## src/rtl/efz_pkg.sv

```systemverilog
package efz_pkg;

  localparam int REG_AW   = 2;
  localparam int REG_DW   = 32;

  localparam int B_SET    = 0;
  localparam int B_START  = 1;
  localparam int B_EN     = 2;
  localparam int B_PD     = 3;
  localparam int B_BUSY   = 4;
  localparam int ADDR_LSB = 16;

  typedef enum logic [1:0] {
    OFS_CTRL  = 2'd0,
    OFS_DATA  = 2'd1,
    OFS_CRYPT = 2'd2,
    OFS_RSVD  = 2'd3
  } reg_ofs_e;

  typedef enum logic {
    SQ_IDLE = 1'b0,
    SQ_WAIT = 1'b1
  } sq_state_e;

  function automatic logic [7:0] fuse_byte(input logic [31:0] idx);
    logic [31:0] prod;
    prod = idx * 32'd29;
    return prod[7:0] ^ 8'hA5;
  endfunction

endpackage

```

## src/rtl/efz_fuse_array.sv

```systemverilog
module efz_fuse_array
  import efz_pkg::*;
#(
  parameter int ADDR_W = 10,
  parameter int GRAN   = 4,
  parameter int LAT    = 8
) (
  input  logic              clk,
  input  logic              rst_n,
  input  logic              req,
  input  logic [ADDR_W-1:0] req_addr,
  output logic              ack,
  output logic [REG_DW-1:0] ack_data
);

  localparam int CW    = $clog2(LAT + 1);
  localparam int LANES = REG_DW / 8;

  logic [CW-1:0]     cnt_q, cnt_d;
  logic [ADDR_W-1:0] addr_q, addr_d;
  logic [31:0]       base_idx;

  always_comb begin
    cnt_d  = cnt_q;
    addr_d = addr_q;
    if (req) begin
      cnt_d  = CW'(LAT);
      addr_d = req_addr;
    end else if (cnt_q != '0) begin
      cnt_d = cnt_q - 1'b1;
    end
  end

  always_ff @(posedge clk or negedge rst_n) begin
    if (!rst_n) begin
      cnt_q  <= '0;
      addr_q <= '0;
    end else begin
      cnt_q  <= cnt_d;
      addr_q <= addr_d;
    end
  end

  assign ack      = (cnt_q == CW'(1));
  assign base_idx = 32'(addr_q) * 32'(GRAN);

  genvar k;
  generate
    for (k = 0; k < LANES; k++) begin : g_lane
      if (k < GRAN) begin : g_live
        assign ack_data[8*k +: 8] = fuse_byte(base_idx + 32'(k));
      end else begin : g_zero
        assign ack_data[8*k +: 8] = 8'h00;
      end
    end
  endgenerate

endmodule

```

## src/rtl/efz_regs.sv

```systemverilog
module efz_regs
  import efz_pkg::*;
#(
  parameter int ADDR_W = 10
) (
  input  logic              clk,
  input  logic              rst_n,
  input  logic              wr,
  input  logic              rd,
  input  logic [REG_AW-1:0] addr,
  input  logic [REG_DW-1:0] wdata,
  input  logic              busy,
  input  logic [REG_DW-1:0] data_q,
  output logic [REG_DW-1:0] rdata,
  output logic              go,
  output logic [ADDR_W-1:0] lat_addr
);

  logic [ADDR_W-1:0] afield_q, afield_d, alat_q, alat_d;
  logic set_q, set_d, start_q, start_d, en_q, en_d, pd_q, pd_d, enc_q, enc_d;
  logic ctrl_wr, crypt_wr;
  logic [ADDR_W-1:0] wfield;
  logic unused_wdata;

  assign ctrl_wr      = wr && (addr == OFS_CTRL);
  assign crypt_wr     = wr && (addr == OFS_CRYPT);
  assign wfield       = wdata[ADDR_LSB +: ADDR_W];
  assign unused_wdata = ^wdata;

  always_comb begin
    afield_d = afield_q;
    alat_d   = alat_q;
    set_d    = set_q;
    start_d  = start_q;
    en_d     = en_q;
    pd_d     = pd_q;
    enc_d    = enc_q;
    go       = 1'b0;
    if (ctrl_wr) begin
      afield_d = wfield;
      set_d    = wdata[B_SET];
      start_d  = wdata[B_START];
      en_d     = wdata[B_EN];
      pd_d     = wdata[B_PD];
      if (wdata[B_SET] && !set_q) begin
        alat_d = wfield;
      end
      if (wdata[B_START] && !start_q && wdata[B_EN] && !wdata[B_PD] && !busy) begin
        go = 1'b1;
      end
    end
    if (crypt_wr) begin
      enc_d = wdata[0];
    end
  end

  always_ff @(posedge clk or negedge rst_n) begin
    if (!rst_n) begin
      afield_q <= '0;
      alat_q   <= '0;
      set_q    <= 1'b0;
      start_q  <= 1'b0;
      en_q     <= 1'b0;
      pd_q     <= 1'b1;
      enc_q    <= 1'b0;
    end else begin
      afield_q <= afield_d;
      alat_q   <= alat_d;
      set_q    <= set_d;
      start_q  <= start_d;
      en_q     <= en_d;
      pd_q     <= pd_d;
      enc_q    <= enc_d;
    end
  end

  always_comb begin
    rdata = '0;
    if (rd) begin
      case (addr)
        OFS_CTRL: begin
          rdata[ADDR_LSB +: ADDR_W] = afield_q;
          rdata[B_BUSY]             = busy;
          rdata[B_PD]               = pd_q;
          rdata[B_EN]               = en_q;
          rdata[B_START]            = start_q;
          rdata[B_SET]              = set_q;
        end
        OFS_DATA:  rdata = data_q;
        OFS_CRYPT: rdata[0] = enc_q;
        default:   rdata = '0;
      endcase
    end
  end

  assign lat_addr = alat_q;

endmodule

```

## src/rtl/efz_seq.sv

```systemverilog
module efz_seq
  import efz_pkg::*;
#(
  parameter int ADDR_W = 10
) (
  input  logic              clk,
  input  logic              rst_n,
  input  logic              go,
  input  logic [ADDR_W-1:0] lat_addr,
  input  logic              arr_ack,
  input  logic [REG_DW-1:0] arr_data,
  output logic              busy,
  output logic [REG_DW-1:0] data_q,
  output logic              arr_req,
  output logic [ADDR_W-1:0] arr_addr
);

  sq_state_e         state_q, state_d;
  logic [REG_DW-1:0] data_d;

  always_comb begin
    state_d = state_q;
    data_d  = data_q;
    arr_req = 1'b0;
    case (state_q)
      SQ_IDLE: begin
        if (go) begin
          arr_req = 1'b1;
          state_d = SQ_WAIT;
        end
      end
      SQ_WAIT: begin
        if (arr_ack) begin
          data_d  = arr_data;
          state_d = SQ_IDLE;
        end
      end
      default: state_d = SQ_IDLE;
    endcase
  end

  always_ff @(posedge clk or negedge rst_n) begin
    if (!rst_n) begin
      state_q <= SQ_IDLE;
      data_q  <= '0;
    end else begin
      state_q <= state_d;
      data_q  <= data_d;
    end
  end

  assign busy     = (state_q == SQ_WAIT);
  assign arr_addr = lat_addr;

endmodule

```

## src/rtl/efz_autoread_top.sv

```systemverilog
module efz_autoread_top
  import efz_pkg::*;
#(
  parameter int ADDR_W    = 10,
  parameter bit BYTE_MODE = 1'b0,
  parameter int LAT       = 8
) (
  input  logic        clk,
  input  logic        rst_n,
  input  logic        reg_wr,
  input  logic        reg_rd,
  input  logic [1:0]  reg_addr,
  input  logic [31:0] reg_wdata,
  output logic [31:0] reg_rdata
);

  localparam int GRAN = BYTE_MODE ? 1 : 4;

  logic [1:0]        rsync_q;
  logic              rst_sync_n;
  logic              go, busy, arr_req, arr_ack;
  logic [ADDR_W-1:0] lat_addr, arr_addr;
  logic [REG_DW-1:0] data_q, arr_data;

  always_ff @(posedge clk or negedge rst_n) begin
    if (!rst_n) begin
      rsync_q <= 2'b00;
    end else begin
      rsync_q <= {rsync_q[0], 1'b1};
    end
  end
  assign rst_sync_n = rsync_q[1];

  efz_regs #(.ADDR_W(ADDR_W)) u_regs (
    .clk      (clk),
    .rst_n    (rst_sync_n),
    .wr       (reg_wr),
    .rd       (reg_rd),
    .addr     (reg_addr),
    .wdata    (reg_wdata),
    .busy     (busy),
    .data_q   (data_q),
    .rdata    (reg_rdata),
    .go       (go),
    .lat_addr (lat_addr)
  );

  efz_seq #(.ADDR_W(ADDR_W)) u_seq (
    .clk      (clk),
    .rst_n    (rst_sync_n),
    .go       (go),
    .lat_addr (lat_addr),
    .arr_ack  (arr_ack),
    .arr_data (arr_data),
    .busy     (busy),
    .data_q   (data_q),
    .arr_req  (arr_req),
    .arr_addr (arr_addr)
  );

  efz_fuse_array #(.ADDR_W(ADDR_W), .GRAN(GRAN), .LAT(LAT)) u_array (
    .clk      (clk),
    .rst_n    (rst_sync_n),
    .req      (arr_req),
    .req_addr (arr_addr),
    .ack      (arr_ack),
    .ack_data (arr_data)
  );

endmodule

```

## config.mk

```make
export PLATFORM = sky130hd
export DESIGN_NAME = efz_autoread_top
export DESIGN_NICKNAME = d
export VERILOG_FILES = /design/src/rtl/efz_pkg.sv /design/src/rtl/efz_fuse_array.sv /design/src/rtl/efz_regs.sv /design/src/rtl/efz_seq.sv /design/src/rtl/efz_autoread_top.sv
export SDC_FILE = /design/constraint.sdc
export NUM_CORES = 1
export LEC_CHECK = 0
export BUFFER_PORTS_ARGS = -buffer_cell sky130_fd_sc_hd__buf_2
export CORE_ASPECT_RATIO = 0.7
export CORE_MARGIN = 10
export CORE_UTILIZATION = 31
export CTS_BUF_LIST = sky130_fd_sc_hd__clkbuf_8
export DETAILED_ROUTE_END_ITERATION = 16
export GPL_TIMING_DRIVEN = 0
export HOLD_SLACK_MARGIN = 0.06
export SLEW_MARGIN = 0
export SYNTH_ARGS = -nofsm -noshare
export SYNTH_HDL_FRONTEND = slang
export SYNTH_HIERARCHICAL = 1
export SYNTH_SLANG_ARGS = --single-unit
```

## constraint.sdc

```tcl
create_clock -name clk -period 2.1 [get_ports clk]
set_clock_uncertainty 0.15 [all_clocks]
set_input_delay 0.21 -clock clk [delete_from_list [all_inputs] [get_ports clk]]
set_output_delay 0.21 -clock clk [all_outputs]
set_load 0.02 [all_outputs]
```

==> flow_metrics.env <==
export IMPL_status="finished, violations left"
export IMPL_violations="setup timing"
export IMPL_fillCellCount=1174
export IMPL_vias_per_cell=4.347
export IMPL_required_ns=2.18
export IMPL_arrival_ns=3.17
export IMPL_numCtsBuffers=9
export IMPL_peakVddDrop_uv=766.2
export IMPL_die_y_um=114.0
export IMPL_start_util_pct=31.62
export IMPL_finalWorstSetupSlack_ns=-0.9826
export IMPL_hold_path_class="register to register"
export IMPL_yosysWarnings=6
export IMPL_routed_wl_um=8817
export IMPL_crit_path_start="u_array/addr_q[2]"
export IMPL_hp_start="rsync_q[0]"
export IMPL_die_w_um=154.3
export IMPL_final_cell_area_mm2=0.005100
export IMPL_hold_viol_final=0
export IMPL_root_buffer="clkbuf_8"
export IMPL_crit_fanout=2
export IMPL_max_stage_delay_ns=0.57
export IMPL_nets=478
export IMPL_synthCells=308
export IMPL_p_per_area_mw_per_mm2=1604
export IMPL_drt_iter0_markers=82
export IMPL_area_delta_synth_final_pct=30.31
export IMPL_p_leak_nw=2.603
export IMPL_fin_util_pct=41.20
export IMPL_syn_cell_area_mm2=0.003914
export IMPL_ant_nets=0
export IMPL_wl_per_cell_um=15.28
export IMPL_gp_congestion=0.8380
export IMPL_setup_viol=11
export IMPL_syn_area_per_cell_um2=12.71
export IMPL_grt_ovfl_total=0
export IMPL_maxSlewHeadroom_pct=43.77
export IMPL_rsz0062_at_grt="yes"
export IMPL_r2r_start="u_array/addr_q[2]"
export IMPL_dpl_cell_area_mm2=0.004467
export IMPL_grt_pass1_wl_um=14800
export IMPL_crit_top_cell="inv_2"
export IMPL_htree_num_levels=3
export IMPL_fmax_mhz=324.4
export IMPL_rows=34
export IMPL_io_buffers=51
export IMPL_period_minus_slack_ns=3.083
export IMPL_final_max_slew_viol_count=0
export IMPL_clock_sinks=66
export IMPL_worstMarginPinSlew_ns=0.8435
export IMPL_dieArea_mm2=0.01759
export IMPL_antenna_found_initial=0
export IMPL_layout_area_seq_mm2=0.001659
export IMPL_cp_top_family="adder cells"
export IMPL_crit_slowest_cell="fa_1"
export IMPL_timing_final_crit_share_pct=146.8
export IMPL_core_area_mm2=0.01238
export IMPL_diodes=0
export IMPL_grt_total_usage_pct=10.58
export IMPL_clkTransAtPathRegs_ns=0.07
export IMPL_crit_chain="inv_2 -> fa_1 -> inv_2 -> ha_4 -> inv_2 -> fa_1 -> inv_2 -> ha_4 -> a21oi_2 -> xnor2_1 -> xnor2_1 -> mux2_4"
export IMPL_route_detailed_drc=0
export IMPL_start_kind="register"
export IMPL_route_vias_total=2508
export IMPL_dr_pass1_iters=4
export IMPL_cts_tree="built"
export IMPL_clk_path_buf_depth=2
export IMPL_io_pins=70
export IMPL_multi_input_area_mm2=0.002133
export IMPL_end_kind="register"
export IMPL_drv_cap=0
export IMPL_grt_max_degree=65
export IMPL_clkLatencyLatePin_ns=0.34
export IMPL_crit_buf_inv=4
export IMPL_drive_gt1_share_pct=49.40
export IMPL_hpwl_um=6380
export IMPL_critPathKind="register to register"
export IMPL_grt_pass1_vias=2752
export IMPL_final_setup_tns_ns=-7.492
## registers in the layout, indices dropped and copies added, names as in the netlist
signal / cells
u_regs/set_q: 1
u_regs/en_q: 1
u_regs/enc_q: 1
u_array/cnt_q: 4
u_regs/pd_q: 1
u_seq/busy: 1
u_seq/data_q: 32
u_regs/afield_q: 10
u_regs/lat_addr: 6
rsync_q: 2
u_array/addr_q: 6
u_regs/start_q: 1
## routing by layer
| layer | GRT usage, % | wire length, um | vias to the layer above |
|---|---|---|---|
| met5 | 0 | 0 | - |
| met4 | 3.013 | 85 | 0 |
| met3 | 3.761 | 599 | 8 |
| met2 | 14.87 | 3590 | 63 |
| met1 | 14.81 | 4541 | 1224 |
| li1 | - | - | 1213 |
## timing repair
action / 4_1_cts / 5_1_grt
setup buffers: 13 / 5
resized for setup: 17 / 11
pin swaps: 16 / 6
hold buffers: 17 / 0
hold endpoints to repair: 23 / 0
gates cloned: 0 / 0
setup endpoints to repair: 12 / 25
## power breakdown
group	switching (mW)	leakage, nW	internal (mW)
combinational	2.28	1.69	2.98
sequential	0.301	0.815	1.69
clock	0.450	0.100	0.470
total	3.04	2.60	5.14
## per-stage QoR
stage	cells	hold slack [ns]	total power, mW	setup slack [ns]
2_1_floorplan	314	-0.2356	5.368	-0.8886
3_3_place_gp	527	-0.1546	6.137	-1.151
3_5_place_dp	527	-0.1525	6.198	-1.136
4_1_cts	572	0.2107	7.887	-0.9633
5_1_grt	577	0.2244	8.935	-1.106
6_report	577	0.2062	8.180	-0.9826
## path summary, 6_finish.rpt
kind                                            to  slack, ns  cells past startpoint
worst max-delay path              u_seq/data_q[23]      -0.98                     12
worst min-delay path                    rsync_q[1]       0.21                      0
worst max register to register    u_seq/data_q[23]      -0.98                     12
worst min register to register          rsync_q[1]       0.21                      0
max in group asynchronous        u_array/addr_q[1]       0.92                      0
min in group asynchronous       u_regs/afield_q[9]       0.27                      0
## layout by cell type (no fill, tap or decap), types with 2 or more instances in the layout
master	instances
clkbuf_8	11
a21o_1	3
dlygate4sd3_1	17
xor2_1	4
xnor2_1	11
buf_12	4
a22o_1	14
ha_4	11
mux2_4	36
a21oi_2	3
xnor3_2	2
nand3b_1	2
conb_1	9
dfrtp_2	2
nor2_1	7
mux2_2	20
nand2_1	8
ha_1	11
inv_4	4
and2_1	19
buf_2	53
dfrtp_1	62
clkbuf_1	3
inv_2	9
inv_1	19
o21ai_0	7
fa_1	6
buf_4	32
buf_6	5
xnor2_2	2
## final cells by class
class	instances	share of cell area, %
inverters	28	2.257
plain buffers	28	4.612
clock inverters	4	0.2944
flip-flops and latches	66	32.53
clock buffers	11	2.969
repair buffers	86	11.53
well taps	162	3.974
multi-input cells	192	41.83
(Power assumes the default switching activity.)
